==> src/rtl/wb_pkg.sv <==
package wb_pkg;

  typedef enum logic [1:0] {
    FMT_R   = 2'b00,
    FMT_I   = 2'b01,
    FMT_J   = 2'b10,
    FMT_INV = 2'b11
  } wb_fmt_e;

  typedef struct packed {
    logic wr_s;
    logic wr_v;
    logic pop;
    logic redir;
    logic err;
  } wb_act_t;

endpackage

==> src/rtl/wb_hold.sv <==
module wb_hold #(
  parameter int DW = 16,
  parameter int TW = 6
) (
  input  logic          clk,
  input  logic          rst_n,
  input  logic          in_valid,
  input  logic          in_nop,
  input  logic [1:0]    in_fmt,
  input  logic [TW-1:0] in_dest,
  input  logic [DW-1:0] in_result,
  output logic          in_ready,
  output logic          held,
  output logic          h_nop,
  output logic [1:0]    h_fmt,
  output logic [TW-1:0] h_dest,
  output logic [DW-1:0] h_result
);

  logic take;
  assign in_ready = !held;
  assign take     = in_valid && in_ready;

  always_ff @(posedge clk) begin
    if (!rst_n) begin
      held     <= 1'b0;
      h_nop    <= 1'b0;
      h_fmt    <= 2'b00;
      h_dest   <= '0;
      h_result <= '0;
    end else begin
      held <= take;
      if (take) begin
        h_nop    <= in_nop;
        h_fmt    <= in_fmt;
        h_dest   <= in_dest;
        h_result <= in_result;
      end
    end
  end

  // a capture blocks the next cycle, and the block lasts one cycle only
  assert_capture_blocks_R2: assert property (@(posedge clk) disable iff (!rst_n)
    (in_valid && in_ready) |=> !in_ready);
  assert_ready_returns_R2: assert property (@(posedge clk) disable iff (!rst_n)
    !in_ready |=> in_ready);

endmodule

==> src/rtl/wb_bank_map.sv <==
module wb_bank_map #(
  parameter int GPR_NUM = 16,
  parameter int TW      = 6,
  parameter int AW      = 4
) (
  input  logic [TW-2:0] tag_mag,
  output logic [AW-1:0] bank_idx
);

  localparam bit POW2 = (GPR_NUM & (GPR_NUM - 1)) == 0;

  function automatic logic [AW-1:0] mod_any(input logic [TW-2:0] t);
    return AW'(32'(t) % GPR_NUM);
  endfunction

  function automatic logic [AW-1:0] mod_pow2(input logic [TW-2:0] t);
    return AW'(t & (TW-1)'(GPR_NUM - 1));
  endfunction

  generate
    if (POW2) begin : g_mask
      assign bank_idx = mod_pow2(tag_mag);
    end else begin : g_div
      assign bank_idx = mod_any(tag_mag);
    end
  endgenerate

endmodule

==> src/rtl/wb_decide.sv <==
module wb_decide
  import wb_pkg::*;
#(
  parameter int GPR_NUM = 16,
  parameter int VEC_NUM = 8,
  parameter int DW      = 16,
  parameter int TW      = 6
) (
  input  logic          clk,
  input  logic          rst_n,
  input  logic          held,
  input  logic          h_nop,
  input  logic [1:0]    h_fmt,
  input  logic [TW-1:0] h_dest,
  input  logic [DW-1:0] h_result,
  input  logic          sb_empty,
  output logic          need_write,
  output logic          tag_in_range,
  output wb_act_t       act
);

  localparam int TOTAL = GPR_NUM + VEC_NUM;

  function automatic logic f_positive(input logic [TW-1:0] t);
    return !t[TW-1] && (t != '0);
  endfunction

  function automatic logic f_in_range(input logic [TW-1:0] t);
    return 32'(t[TW-2:0]) < TOTAL;
  endfunction

  function automatic logic f_is_vector(input logic [TW-1:0] t);
    return 32'(t[TW-2:0]) >= GPR_NUM;
  endfunction

  function automatic logic f_not_taken(input logic [DW-1:0] r);
    return r == '1;
  endfunction

  logic active;
  logic commit;

  assign active       = held && !h_nop && (wb_fmt_e'(h_fmt) != FMT_INV);
  assign need_write   = active && f_positive(h_dest);
  assign tag_in_range = f_in_range(h_dest);
  assign commit       = need_write && tag_in_range && !sb_empty;

  always_comb begin
    act       = '0;
    act.wr_s  = commit && !f_is_vector(h_dest);
    act.wr_v  = commit && f_is_vector(h_dest);
    act.pop   = commit;
    act.err   = need_write && (!tag_in_range || sb_empty);
    act.redir = active && !need_write && (wb_fmt_e'(h_fmt) == FMT_J)
                && !f_not_taken(h_result);
  end

  // an error never comes together with a pop
  assert_err_no_pop_R6: assert property (@(posedge clk) disable iff (!rst_n)
    act.err |-> !act.pop);

endmodule

==> src/rtl/wb_issue.sv <==
module wb_issue
  import wb_pkg::*;
#(
  parameter int DW      = 16,
  parameter int AW      = 4,
  parameter int PCW     = 16,
  parameter int VEC_NUM = 8
) (
  input  logic          clk,
  input  logic          rst_n,
  input  wb_act_t       act,
  input  logic [AW-1:0] bank_idx,
  input  logic [DW-1:0] h_result,
  output logic          rf_we_scalar,
  output logic          rf_we_vector,
  output logic [AW-1:0] rf_addr,
  output logic [DW-1:0] rf_data,
  output logic          sb_pop,
  output logic          redirect_valid,
  output logic [PCW-1:0] redirect_pc,
  output logic          wb_error
);

  always_ff @(posedge clk) begin
    if (!rst_n) begin
      rf_we_scalar   <= 1'b0;
      rf_we_vector   <= 1'b0;
      rf_addr        <= '0;
      rf_data        <= '0;
      sb_pop         <= 1'b0;
      redirect_valid <= 1'b0;
      redirect_pc    <= '0;
      wb_error       <= 1'b0;
    end else begin
      rf_we_scalar   <= act.wr_s;
      rf_we_vector   <= act.wr_v;
      sb_pop         <= act.pop;
      redirect_valid <= act.redir;
      wb_error       <= act.err;
      if (act.wr_s || act.wr_v) begin
        rf_addr <= bank_idx;
        rf_data <= h_result;
      end
      if (act.redir) redirect_pc <= h_result[PCW-1:0];
    end
  end

  // at most one kind of retirement per cycle; redirect is a single pulse
  assert_one_kind_R8: assert property (@(posedge clk) disable iff (!rst_n)
    $onehot0({rf_we_scalar, rf_we_vector, redirect_valid, wb_error}));
  assert_redirect_pulse_R8: assert property (@(posedge clk) disable iff (!rst_n)
    redirect_valid |=> !redirect_valid);
  // vector index stays inside the vector file
  assert_vec_index_R5: assert property (@(posedge clk) disable iff (!rst_n)
    rf_we_vector |-> (32'(rf_addr) < VEC_NUM));
  // a write always releases a reservation
  assert_write_pops_R4: assert property (@(posedge clk) disable iff (!rst_n)
    (rf_we_scalar || rf_we_vector) |-> sb_pop);

endmodule

==> src/rtl/writeback_stage.sv <==
module writeback_stage
  import wb_pkg::*;
#(
  parameter int DW      = 16,
  parameter int GPR_NUM = 16,
  parameter int VEC_NUM = 8,
  parameter int PCW     = 16,
  parameter int TW      = $clog2(GPR_NUM + VEC_NUM) + 1,
  parameter int AW      = $clog2(GPR_NUM)
) (
  input  logic           clk,
  input  logic           rst_n,
  input  logic           in_valid,
  output logic           in_ready,
  input  logic           in_nop,
  input  logic [1:0]     in_fmt,
  input  logic [TW-1:0]  in_dest,
  input  logic [DW-1:0]  in_result,
  input  logic           sb_empty,
  output logic           rf_we_scalar,
  output logic           rf_we_vector,
  output logic [AW-1:0]  rf_addr,
  output logic [DW-1:0]  rf_data,
  output logic           sb_pop,
  output logic           redirect_valid,
  output logic [PCW-1:0] redirect_pc,
  output logic           wb_error
);

  localparam int TOTAL = GPR_NUM + VEC_NUM;

  logic          held;
  logic          h_nop;
  logic [1:0]    h_fmt;
  logic [TW-1:0] h_dest;
  logic [DW-1:0] h_result;
  logic [AW-1:0] bank_idx;
  logic          need_write;
  logic          tag_in_range;
  wb_act_t       act;

  wb_hold #(.DW(DW), .TW(TW)) u_hold (
    .clk(clk), .rst_n(rst_n), .in_valid(in_valid), .in_nop(in_nop),
    .in_fmt(in_fmt), .in_dest(in_dest), .in_result(in_result),
    .in_ready(in_ready), .held(held), .h_nop(h_nop), .h_fmt(h_fmt),
    .h_dest(h_dest), .h_result(h_result)
  );

  wb_bank_map #(.GPR_NUM(GPR_NUM), .TW(TW), .AW(AW)) u_map (
    .tag_mag(h_dest[TW-2:0]), .bank_idx(bank_idx)
  );

  wb_decide #(.GPR_NUM(GPR_NUM), .VEC_NUM(VEC_NUM), .DW(DW), .TW(TW)) u_decide (
    .clk(clk), .rst_n(rst_n), .held(held), .h_nop(h_nop), .h_fmt(h_fmt),
    .h_dest(h_dest), .h_result(h_result), .sb_empty(sb_empty),
    .need_write(need_write), .tag_in_range(tag_in_range), .act(act)
  );

  wb_issue #(.DW(DW), .AW(AW), .PCW(PCW), .VEC_NUM(VEC_NUM)) u_issue (
    .clk(clk), .rst_n(rst_n), .act(act), .bank_idx(bank_idx),
    .h_result(h_result), .rf_we_scalar(rf_we_scalar),
    .rf_we_vector(rf_we_vector), .rf_addr(rf_addr), .rf_data(rf_data),
    .sb_pop(sb_pop), .redirect_valid(redirect_valid),
    .redirect_pc(redirect_pc), .wb_error(wb_error)
  );

  logic any_out;
  logic silent_kind;
  logic over_range;
  assign any_out     = rf_we_scalar || rf_we_vector || sb_pop || redirect_valid || wb_error;
  assign silent_kind = h_nop || (h_fmt == 2'b11);
  assign over_range  = !h_dest[TW-1] && (32'(h_dest[TW-2:0]) >= TOTAL);

  // outputs only on the edge after an instruction was held
  assert_out_after_hold_R2: assert property (@(posedge clk) disable iff (!rst_n)
    any_out |-> $past(held));
  // no-op and invalid instructions stay silent
  assert_silent_nop_R3: assert property (@(posedge clk) disable iff (!rst_n)
    (held && silent_kind) |=> !any_out);
  // never pop while the scoreboard is empty
  assert_no_pop_empty_R6: assert property (@(posedge clk) disable iff (!rst_n)
    (held && sb_empty) |=> !sb_pop);
  // a tag past both files flags an error
  assert_range_err_R7: assert property (@(posedge clk) disable iff (!rst_n)
    (held && !silent_kind && over_range) |=> (wb_error && !sb_pop));
  // a write only happens for an in-range tag
  assert_write_in_range_R7: assert property (@(posedge clk) disable iff (!rst_n)
    (act.wr_s || act.wr_v) |-> (need_write && tag_in_range));

endmodule

==> config.mk <==
export PLATFORM = sky130hd
export DESIGN_NAME = writeback_stage
export DESIGN_NICKNAME = d
export VERILOG_FILES = /design/src/rtl/wb_pkg.sv /design/src/rtl/wb_hold.sv /design/src/rtl/wb_bank_map.sv /design/src/rtl/wb_decide.sv /design/src/rtl/wb_issue.sv /design/src/rtl/writeback_stage.sv
export SDC_FILE = /design/constraint.sdc
export NUM_CORES = 1
export LEC_CHECK = 0
export ABC_AREA = 1
export BUFFER_PORTS_ARGS = -buffer_cell sky130_fd_sc_hd__buf_2
export CORE_MARGIN = 2
export CORE_UTILIZATION = 45
export CTS_CLUSTER_DIAMETER = 150
export DETAILED_ROUTE_END_ITERATION = 10
export HOLD_SLACK_MARGIN = 0.06
export PLACE_DENSITY = 0.73
export REMOVE_ABC_BUFFERS = 1
export SETUP_SLACK_MARGIN = 0.05
export SYNTH_ARGS = -nofsm -noshare
export SYNTH_HDL_FRONTEND = slang
export SYNTH_SLANG_ARGS = --single-unit
==> constraint.sdc <==
create_clock -name clk -period 1.2 [get_ports clk]
set_input_delay 0.3 -clock clk [delete_from_list [all_inputs] [get_ports clk]]
set_output_delay 0.3 -clock clk [all_outputs]
set_load 0.05 [all_outputs]
# Yosys cells after proc, flatten, opt, wreduce, memory -nomap -nowiden
# Cells that the tools add are included.
# Widths: inputs -> output; s select.
[totals]
out_inout_bits = 42
input_bits = 29
register_bits = 67
[classes]
eq_ne = 3
reduce_logical = 24
n_lt_le_gt_ge = 2
[ops]
columns = ["cell", "n"]
rows = [
  ["$eq 16x16->1 const B", 1],
  ["$logic_and 1x1->1", 13],
  ["$logic_not 1->1", 8],
  ["$reduce_bool 6->1", 1],
  ["$ge 5x5->1 const B", 1],
  ["$lt 5x5->1 const B", 1],
  ["$eq 2x2->1 const B", 1],
  ["$logic_or 1x1->1", 2],
  ["$ne 2x2->1 const B", 1],
]

# Longest topological paths before layout
# Gate-level depths: netlist of the first run.
[depth]
word_depth = 8
mapped_depth = 9
ltp_nobuf = 8

# Hierarchy
# A second synthesis of the first run with hierarchy kept.
[unflattened]
hier_cells = 419
area_unflattened_um2 = 2831.5
[by_module_without_submodules]
columns = ["mod", "area_each_um2", "n_inst", "cells_per_inst", "seq_area_each_um2"]
rows = [
  ["wb_issue", 1507.7, 1, 211, 820.8],
  ["wb_hold", 1108.6, 1, 165, 520.5],
  ["wb_decide", 185.2, 1, 39, 0.0],
  ["wb_bank_map", 30.0, 1, 4, 0.0],
]

# Worst setup path after synthesis of the first run
# OpenSTA, ideal clock, no wires.
[synth_path]
path_kind = "reg2reg"
startpoint = "reg u_hold.held"
endpoint = "reg u_issue.redirect_pc[0]"
setup_ps = 62
t_required_ps = 1138
stages_incl_launch_ff = 10
t_arrival_ps = 1234
setup_slack_ps = -96
path_cell_list = "dfxtp_1 -> inv_2 -> nor2_2 -> nand3_2 -> clkinv_1 -> nand2_2 -> nor2_4 -> buf_6 -> nor2_2 -> nor2_2"
[synth_between]
elab_chain_cells = 7
[synth_rtl]
columns = ["element", "line", "text"]
rows = [
  ["start: declaration", "wb_hold.sv:13", "output logic held,"],
  ["start signal: assignment", "wb_hold.sv:32", "held <= take;"],
  ["$logic_and 1x1->1 * (2 in series)", "wb_decide.sv:43", "assign active = held && !h_nop && (wb_fmt_e'(h_fmt) != FMT_INV);"],
  ["$logic_and 1x1->1", "wb_decide.sv:44", "assign need_write = active && f_positive(h_dest);"],
  ["$logic_not 1->1", "wb_decide.sv:54", "act.redir = active && !need_write && (wb_fmt_e'(h_fmt) == FMT_J)"],
  ["$logic_and 1x1->1 * (2 in series)", "wb_decide.sv:54", ""],
  ["$logic_and 1x1->1 *", "wb_decide.sv:55", "&& !f_not_taken(h_result);"],
  ["end signal: assignment", "wb_issue.sv:44", "if (act.redir) redirect_pc <= h_result[PCW-1:0];"],
  ["end: declaration", "wb_issue.sv:20", "output logic [PCW-1:0] redirect_pc,"],
]
# Every way passes the cells marked *; elsewhere a longest branch is shown, timed or not.
# A chain may end at the register's enable or synchronous reset.

# Final worst setup path of the first run
[layout_path]
startpoint = "reg u_hold.held"
endpoint = "out in_ready"
[layout_between]
elab_chain_cells = 1
[layout_rtl]
columns = ["element", "line", "text"]
rows = [
  ["$logic_not 1->1", "wb_hold.sv:21", "assign in_ready = !held;"],
  ["end: declaration", "writeback_stage.sv:14", "output logic in_ready,"],
]
# Every way passes these cells.

==> impl_metrics.ini, run 1 <==
[floorplanning]
die_h_um = 81.2
io_pins = 71
die-area_um2 = 6600
row_count = 28
start_util = 0.459
die_x_um = 81.2
core_area_um2 = 5850

[cells_and_area]
fillers = 394
antenna_cells = 0
final_area_um2 = 4360
fin_cells = 559
area_growth_pct = 62.5
fin_nets = 508
drive_above_1_share = 0.525

[timing]
rsz0062_at_grt = yes
setup_ws_ns = -0.0716
skew_ns = 0.00415
setup_violations = 23
hold_viol_final = 0
tightest_slew_ns = 0.298
finalMaxSlewViolations = 0
timing.fmax_ghz = 0.786
fin_crit_ns = 1.27
setup_tns_ns = -0.804
maxSlewHeadroom = 0.801
finalCritPeriodShare = 1.06

[synth]
post-synth-top-area-fraction = 0.500
synth_area_leaders = dfxtp_1 50%, nor2_1 10%, nand2_1 9.8%, inv_1 5.9%, nor2_2 5.4%
avgSynthCellArea_um2 = 7.29
ys_ff_latch = 67
yosysWarnings = 0
syn_inst = 368
seq_area_frac_synth = 0.500
yosys.area.top_type = dfxtp_1
synth_cell_types = 21
mappedNetlistArea_um2 = 2680

[setup_path]
cp.depth = 3
slowest_delay_ns = 0.34
cp_slowest_cell = dfxtp_2
rr_endpoint = u_issue.redirect_pc[11]
path_delay_family = flip-flops
path_buf_inv = 3
endpoint_kind = output port
rrSetupSlack_ns = -0.07
path_cells = inv_2 > buf_6 > buf_8
required_ns = 0.90
reg2regPathDepth = 8
worstSetupEndpoint = in_ready
crit_type = reg2out
crit_path_start = u_hold.held
worst_setup_path_start_kind = flop
r2r_start = u_hold.h_dest[2]
cp.arrival_ns = 0.97
critPathMaxFanout = 2

[cts]
cts.path.max_buffers = 2
htreeDepth = 3
cts_hold_buf = 0
cts_buffers = 9
cts_sinks = 67
cts_tree = built
clock_latency_ns = 0.34
cts_root_buf = clkbuf_8
clk_pin_slew_worst_paths_ns = 0.07

[pwr]
total_power_w = 0.00534
combPwrFrac = 0.153
p_per_area_nw_per_um2 = 1220
p_int_w = 0.00395
power_frac_seq = 0.453
ir_drop_v = 0.000687
pwr-share-clk = 0.394
netSwitchingFraction = 0.259
power.switching_w = 0.00138
p_leak_nw = 2.07

[drt]
drt_first_pass_iters = 4
ant_nets = 0
drc_errors = 0
dr_total_vias = 2668
wl_um = 7320
avgRoutedWirePerCell_um = 13.1
drtIter0Drc = 107
via_per_inst = 4.77

[min_path]
holdCritStartpoint = in_fmt[1]
hp-class = in2reg
holdPathStages = 3

[global_route]
grt_max_degree = 38
grt.overflow.total = 0
grt_pass1_vias = 2435
antenna_found_initial = 0
grt_pass1_wl_um = 10700
track_usage = 0.215

[placement]
placed_cell_area_um2 = 3320
placed_cells = 524
gp_congestion = 0.791
place_ws_ns = -0.217
dp_hpwl_um = 4210
io_buffer_count = 70

[job]
cap_violations = 0

[outcome]
violations = setup timing
status = complete, but fails checks
-- through the flow --
stage / util / hold WS [ns]
floorplan: - / 0.420
CTS: 0.693 / 0.217
global route: 0.745 / 0.230
global placement: 0.568 / 0.464
finish: 0.745 / 0.221
detailed placement: 0.568 / 0.464
-- sequential cells by signal, indices dropped and copies added (netlist names) --
name / count
u_hold.h_nop: 1
u_issue.sb_pop: 1
u_issue.redirect_pc: 16
u_issue.wb_error: 1
u_issue.rf_we_scalar: 1
u_hold.h_fmt: 2
u_hold.h_result: 16
u_issue.redirect_valid: 1
u_issue.rf_addr: 4
u_hold.h_dest: 6
u_hold.held: 1
u_issue.rf_we_vector: 1
u_issue.rf_data: 16
-- cell type report --
type / instances / area (µm²) / share of cell area
flip-flops and latches: 67 / 1430 / 0.327
multi-input cells: 238 / 1260 / 0.289
repair buffers: 118 / 1180 / 0.271
inverters: 45 / 169 / 0.0387
clock buffers: 11 / 151 / 0.0347
well taps: 75 / 93.8 / 0.0215
clock inverters: 5 / 75.1 / 0.0172
-- worst min-delay path by stage --
| stage | endpoint | slack (ns) |
|---|---|---|
| floorplan | u_issue.rf_addr[0] | 0.42 |
| global placement | u_issue.rf_we_scalar | 0.46 |
| detailed placement | u_issue.rf_we_scalar | 0.46 |
| CTS | u_hold.h_fmt[1] | 0.22 |
| global route | u_hold.h_fmt[1] | 0.23 |
| finish | u_hold.h_fmt[1] | 0.22 |
-- power groups by stage --
stage / Combinational, W / Clock (W) / Sequential (W)
2_1_floorplan: 0.000261 / 0 / 0.00257
3_3_place_gp: 0.000661 / 0 / 0.00244
3_5_place_dp: 0.000672 / 0 / 0.00244
4_1_cts: 0.000753 / 0.00212 / 0.00241
5_1_grt: 0.000880 / 0.00221 / 0.00243
6_report: 0.000814 / 0.00210 / 0.00242
-- synthesized netlist by cell type --
library cell and instances:
buf_6 1, clkbuf_1 11, nor2_2 23, a21oi_4 1, nor2_1 72, o21ai_0 25
nor3_1 4, nand3_1 17, nand3_2 1, nor2_4 1, inv_2 2, nand2_1 70
clkinv_1 1, nand2_2 2, nand3_4 1, a21oi_1 20, nand4_2 1, dfxtp_1 67
buf_2 5, buf_4 1, inv_1 42
-- routing by layer --
metal / global-route usage / vias up / part of all wire
met5: 0 / - / 0
met4: 0.115 / 0 / 0.035
met3: 0.0467 / 22 / 0.050
met2: 0.371 / 79 / 0.50
met1: 0.248 / 1221 / 0.42
li1: - / 1346 / -
-- timing repair --
item	4_1_cts	5_1_grt
resized for setup	148	84
cloned	1	0
setup buffers	10	9
pin swaps	11	19
setup endpoints to repair	95	81
-- placed cells by master, fill, tap and decap left out, drive strengths merged --
cell type  instances
nor2              96
dfxtp             67
nand3             19
inv               45
nand4              1
clkinv             3
nor3               4
clkbuf            12
buf              117
bufinv             2
a21oi             21
nand2             72
o21ai             25
-- cells by family after synthesis --
kind of cell,Yosys count,share of synthesized area
simple gates,192,0.315
compound gates,46,0.0900
buf+inv,63,0.0947
flops,67,0.500
-- tightest hold or removal path, stage by stage --
cell,delay (ns)
buf_2,0.08
o21ai_0,0.07
nor2_1,0.07
Note: power is estimated with default switching activity, not from simulation.
==> run 2: changes to the inputs <==
--- a/config.mk
+++ b/config.mk
@@ -12,9 +12,10 @@
 export CTS_CLUSTER_DIAMETER = 150
 export DETAILED_ROUTE_END_ITERATION = 10
 export HOLD_SLACK_MARGIN = 0.06
-export PLACE_DENSITY = 0.73
+export PLACE_DENSITY = 0.76
 export REMOVE_ABC_BUFFERS = 1
 export SETUP_SLACK_MARGIN = 0.05
+export SKIP_LAST_GASP = 1
 export SYNTH_ARGS = -nofsm -noshare
 export SYNTH_HDL_FRONTEND = slang
 export SYNTH_SLANG_ARGS = --single-unit
==> run 2 against run 1 <==
  * The run still ends with setup timing left
  * Total power decreased by 8.6%
  * Largest power group unchanged
  * Die area unchanged
  * Highest routed layer unchanged
  * Critical path depth increased by 5
  * Clock skew increased by 0.0067 ns
  * Hold slack got worse by 0.018 ns
  * Core utilization decreased by 2.0 points
  * Global-route usage decreased by 1.1 points
==> impl_metrics.ini, run 2 (same netlist as run 1, synthesis figures left out) <==
[floorplanning]
die_x_um = 81.2
die-area_um2 = 6600
start_util = 0.459
row_count = 28
die_h_um = 81.2
io_pins = 71
core_area_um2 = 5850

[setup_path]
cp.depth = 8
critPathMaxFanout = 9
crit_type = reg2reg
required_ns = 1.47
cp_slowest_cell = dfxtp_4
reg2regPathDepth = 8
path_buf_inv = 1
endpoint_kind = flop
path_delay_family = simple AND/OR/NAND/NOR gates
path_cells = nor2_4 > nand3_4 > nand2_2 > nand2_2 > nor2_4 > buf_12 > nor2_2 > nor2_2
slowest_delay_ns = 0.37
worst_setup_path_start_kind = flop
cp.arrival_ns = 1.56

[timing]
fin_crit_ns = 1.28
maxSlewHeadroom = 0.791
hold_viol_final = 0
finalMaxSlewViolations = 0
finalCritPeriodShare = 1.07
tightest_slew_ns = 0.313
skew_ns = 0.0109
timing.fmax_ghz = 0.778
setup_ws_ns = -0.0845
setup_violations = 17
hold_ws_ns = 0.203
rsz0062_at_grt = yes
setup_tns_ns = -1.10

[global_route]
grt_max_degree = 35
track_usage = 0.204
grt_pass1_wl_um = 10300
grt.overflow.total = 0
antenna_found_initial = 0
grt_pass1_vias = 2361

[cts]
clock_latency_ns = 0.34
htreeDepth = 3
cts_sinks = 67
cts_root_buf = clkbuf_8
cts_buffers = 9
cts_hold_buf = 0
cts_tree = built
clk_pin_slew_worst_paths_ns = 0.07
cts.path.max_buffers = 2

[drt]
drt_first_pass_iters = 4
drtIter0Drc = 118
route.met2.wl_um = 3610
wl_met3_um = 386
wl_um = 7070
ant_nets = 0
dr.max_layer_used = met4
drc_errors = 0
avgRoutedWirePerCell_um = 12.8
wl_met1_um = 2820
dr_total_vias = 2635
via_per_inst = 4.76

[min_path]
hp-class = in2reg
holdPathStages = 3

[placement]
dp_hpwl_um = 4150
gp_congestion = 0.764
io_buffer_count = 70
place_ws_ns = -0.211

[pwr]
pwr-share-clk = 0.344
netSwitchingFraction = 0.277
p_int_w = 0.00352
combPwrFrac = 0.160
power.switching_w = 0.00135
ir_drop_v = 0.000741
power_frac_seq = 0.496
p_per_area_nw_per_um2 = 1150
p_leak_nw = 2.03

[cells_and_area]
top_regs = u_hold.h_result: 16 flops, u_issue.redirect_pc: 16 flops, u_issue.rf_data: 16 flops
final_util = 0.725
mostFrequentLayoutCell = nand2_1
area_growth_pct = 58.2
drive_above_1_share = 0.494
antenna_cells = 0
final_cell_mix = 62 x nand2_1, 60 x nor2_1, 48 x dfxtp_2
fin_nets = 502

[job]
cap_violations = 0

[outcome]
violations = setup timing
status = complete, but fails checks
[run 2: cell types whose count changed in the layout (fill, tap and decap cells not counted), sizes merged]
cell    before  now
inv         45   44
clkbuf      12   15
buf        117  111
bufinv       2    0
[run 2: power by group through the flow]
stage	combinational [W]	clock (W)	sequential [W]
after detailed placement	0.000647	0	0.00244
final	0.000780	0.00168	0.00242
after global placement	0.000636	0	0.00244
after floorplan	0.000261	0	0.00257
after global routing	0.000851	0.00178	0.00243
after CTS	0.000727	0.00169	0.00242
[run 2: layout make-up]
cell class / instances / area (µm²)
clock inverter: 2 / 10.0
multi-input combinational: 238 / 1240
fill: 417 / 1610
sequential: 67 / 1420
clock buffer: 14 / 163
tap: 75 / 93.8
inverter: 45 / 171
timing repair buffer: 112 / 1140
[run 2: final timing paths]
check / from / endpoint / slack, ns
setup / recovery: u_hold.h_dest[3] / u_issue.redirect_pc[14] / -0.08
hold / removal: in_dest[3] / u_hold.h_dest[3] / 0.20
setup reg to reg: u_hold.h_dest[3] / u_issue.redirect_pc[14] / -0.08
hold reg to reg: u_hold.h_dest[4] / u_issue.rf_we_scalar / 0.47
[run 2: repair_timing]
action	in CTS	in global routing
cloned	0	1
resized for setup	155	73
setup buffers	11	7
pin swaps	9	10
setup endpoints to repair	99	88
[run 2: worst register-to-register path, delay by kind of cell, from the launching register on]
family | cells | cell delay (ns)
buffers and inverters | 1 | 0.17
and+or+nand+nor | 7 | 0.68
DFF | 1 | 0.37
[run 2: metal layers]
| metal | vias up | GRT usage |
|---|---|---|
| met3 | 22 | 0.0400 |
| met4 | 0 | 0.100 |
| met1 | 1197 | 0.240 |
| met5 | - | 0 |
| met2 | 84 | 0.355 |
| li1 | 1332 | - |
[run 2: stage by stage]
step / area (µm²) / instances / power [W]
CTS: 3980 / 546 / 0.00483
detailed placement: 3280 / 519 / 0.00309
floorplan: 2600 / 350 / 0.00283
global placement: 3280 / 519 / 0.00307
global route: 4240 / 553 / 0.00506
finish: 4240 / 553 / 0.00488
==> run 3: changes to the inputs <==
--- a/config.mk
+++ b/config.mk
@@ -8,11 +8,11 @@
 export ABC_AREA = 1
 export BUFFER_PORTS_ARGS = -buffer_cell sky130_fd_sc_hd__buf_2
 export CORE_MARGIN = 2
-export CORE_UTILIZATION = 45
+export CORE_UTILIZATION = 47
 export CTS_CLUSTER_DIAMETER = 150
 export DETAILED_ROUTE_END_ITERATION = 10
 export HOLD_SLACK_MARGIN = 0.06
-export PLACE_DENSITY = 0.76
+export PLACE_DENSITY = 0.78
 export REMOVE_ABC_BUFFERS = 1
 export SETUP_SLACK_MARGIN = 0.05
 export SKIP_LAST_GASP = 1
==> run 3 against run 2 <==
  * The flow still finishes with violations (setup timing)
  * Global-route usage rose by 0.95 points
  * Flip-flop and latch count unchanged
  * Cell count down 0.72%
  * Highest routed layer unchanged
==> impl_metrics.ini, run 3 (same netlist as run 1, synthesis figures left out) <==
[placement]
io_buffer_count = 70
gp_congestion = 0.768
dp_hpwl_um = 4130
placed_cells = 523
placed_cell_area_um2 = 3300

[cts]
clk_pin_slew_worst_paths_ns = 0.07
cts_sinks = 67
cts_tree = built
cts_hold_buf = 0
cts_root_buf = clkbuf_8
clock_latency_ns = 0.34
htreeDepth = 3
cts.path.max_buffers = 2
cts_buffers = 9

[drt]
dr_total_vias = 2515
drt_first_pass_iters = 4
drtIter0Drc = 174
drc_errors = 0
avgRoutedWirePerCell_um = 12.2
wl_um = 6720
via_per_inst = 4.58
ant_nets = 0

[setup_path]
required_ns = 1.44
worst_setup_path_start_kind = flop
critPathMaxFanout = 16
cp.arrival_ns = 1.55
crit_type = reg2reg
cpMostUsedCell = nor2_2
cp_slowest_cell = dfxtp_2
endpoint_kind = flop
slowest_delay_ns = 0.33
path_cells = inv_2 > nor2_2 > nand3_2 > buf_4 > a21oi_4 > buf_12 > nand3_1 > nand2_1 > nor2_2

[outcome]
violations = setup timing
status = complete, but fails checks

[cells_and_area]
final_util = 0.735
final_area_um2 = 4050
fin_cells = 549
final_cell_mix = 70 x nor2_1, 68 x nand2_1, 42 x inv_1
area_growth_pct = 50.9
antenna_cells = 0
fin_nets = 502
top_regs = u_hold.h_result: 16 flops, u_issue.redirect_pc: 16 flops, u_issue.rf_data: 16 flops
mostFrequentLayoutCell = nor2_1
drive_above_1_share = 0.423

[timing]
tightest_slew_ns = 0.274
hold_viol_final = 0
hold_ws_ns = 0.226
fin_crit_ns = 1.31
rsz0062_at_grt = yes
timing.fmax_ghz = 0.765
setup_ws_ns = -0.108
maxSlewHeadroom = 0.816
setup_tns_ns = -1.67
finalCritPeriodShare = 1.09
finalMaxSlewViolations = 0
skew_ns = 0.00853
setup_violations = 34

[floorplanning]
core_area_um2 = 5510
die-area_um2 = 6330
die_h_um = 79.6
start_util = 0.487
die_x_um = 79.6
row_count = 27
io_pins = 71

[min_path]
hp-class = in2reg

[pwr]
p_per_area_nw_per_um2 = 1250
p_leak_nw = 1.94
ir_drop_v = 0.000726

[global_route]
track_usage = 0.214
grt_max_degree = 36
grt.overflow.total = 0
antenna_found_initial = 0
grt_pass1_vias = 2327
grt_pass1_wl_um = 10500

[job]
cap_violations = 0
## run 3: path summary, 6_finish.rpt
kind	startpoint	to	slack (ns)	cells after the start
min reg2reg	u_hold.h_dest[4]	u_issue.rf_we_scalar	0.47	1
min	in_nop	u_hold.h_nop	0.23	3
max	u_hold.held	u_issue.redirect_pc[0]	-0.11	9
max reg2reg	u_hold.held	u_issue.redirect_pc[0]	-0.11	9
## run 3: cell type report
| type | count | area [µm²] |
|---|---|---|
| Multi-Input combinational cell | 238 | 1110 |
| Clock buffer | 13 | 159 |
| Fill cell | 399 | 1460 |
| Sequential cell | 67 | 1390 |
| Timing Repair Buffer | 112 | 1090 |
| Tap cell | 72 | 90.1 |
| Inverter | 45 | 169 |
| Clock inverter | 2 | 35.0 |
## run 3: routing by layer
metal / GRT usage / share of wire / wire [µm]
met4: 0.0828 / 0.016 / 108
met2: 0.356 / 0.51 / 3440
met5: 0 / 0 / 0
met3: 0.0611 / 0.047 / 318
met1: 0.261 / 0.43 / 2860
## run 3: what timing repair did
| item | in CTS | in global routing |
|---|---|---|
| endpoints found under the setup margin | 103 | 94 |
| pin swaps | 4 | 1 |
| resized for setup | 128 | 37 |
| cloned | 0 | 1 |
| buffers inserted | 4 | 6 |
## run 3: where the power goes
group          internal [W]  switching, W
clock network       0.00106      0.000792
logic              0.000335      0.000451
registers           0.00234     0.0000736
total               0.00373       0.00132
## run 3: per-stage QoR
stage | total power (W) | setup WS (ns)
final | 0.00505 | -0.108
after global routing | 0.00525 | -0.204
after CTS | 0.00500 | -0.0891
after detailed placement | 0.00310 | -0.228
after global placement | 0.00308 | -0.154
after floorplan | 0.00283 | -0.426
## run 3: worst max-delay path, delay by kind of cell (launching register included)
kind | cells | cell delay, ns
flops | 1 | 0.33
simple gates | 5 | 0.39
compound gates | 1 | 0.13
buf+inv | 3 | 0.35
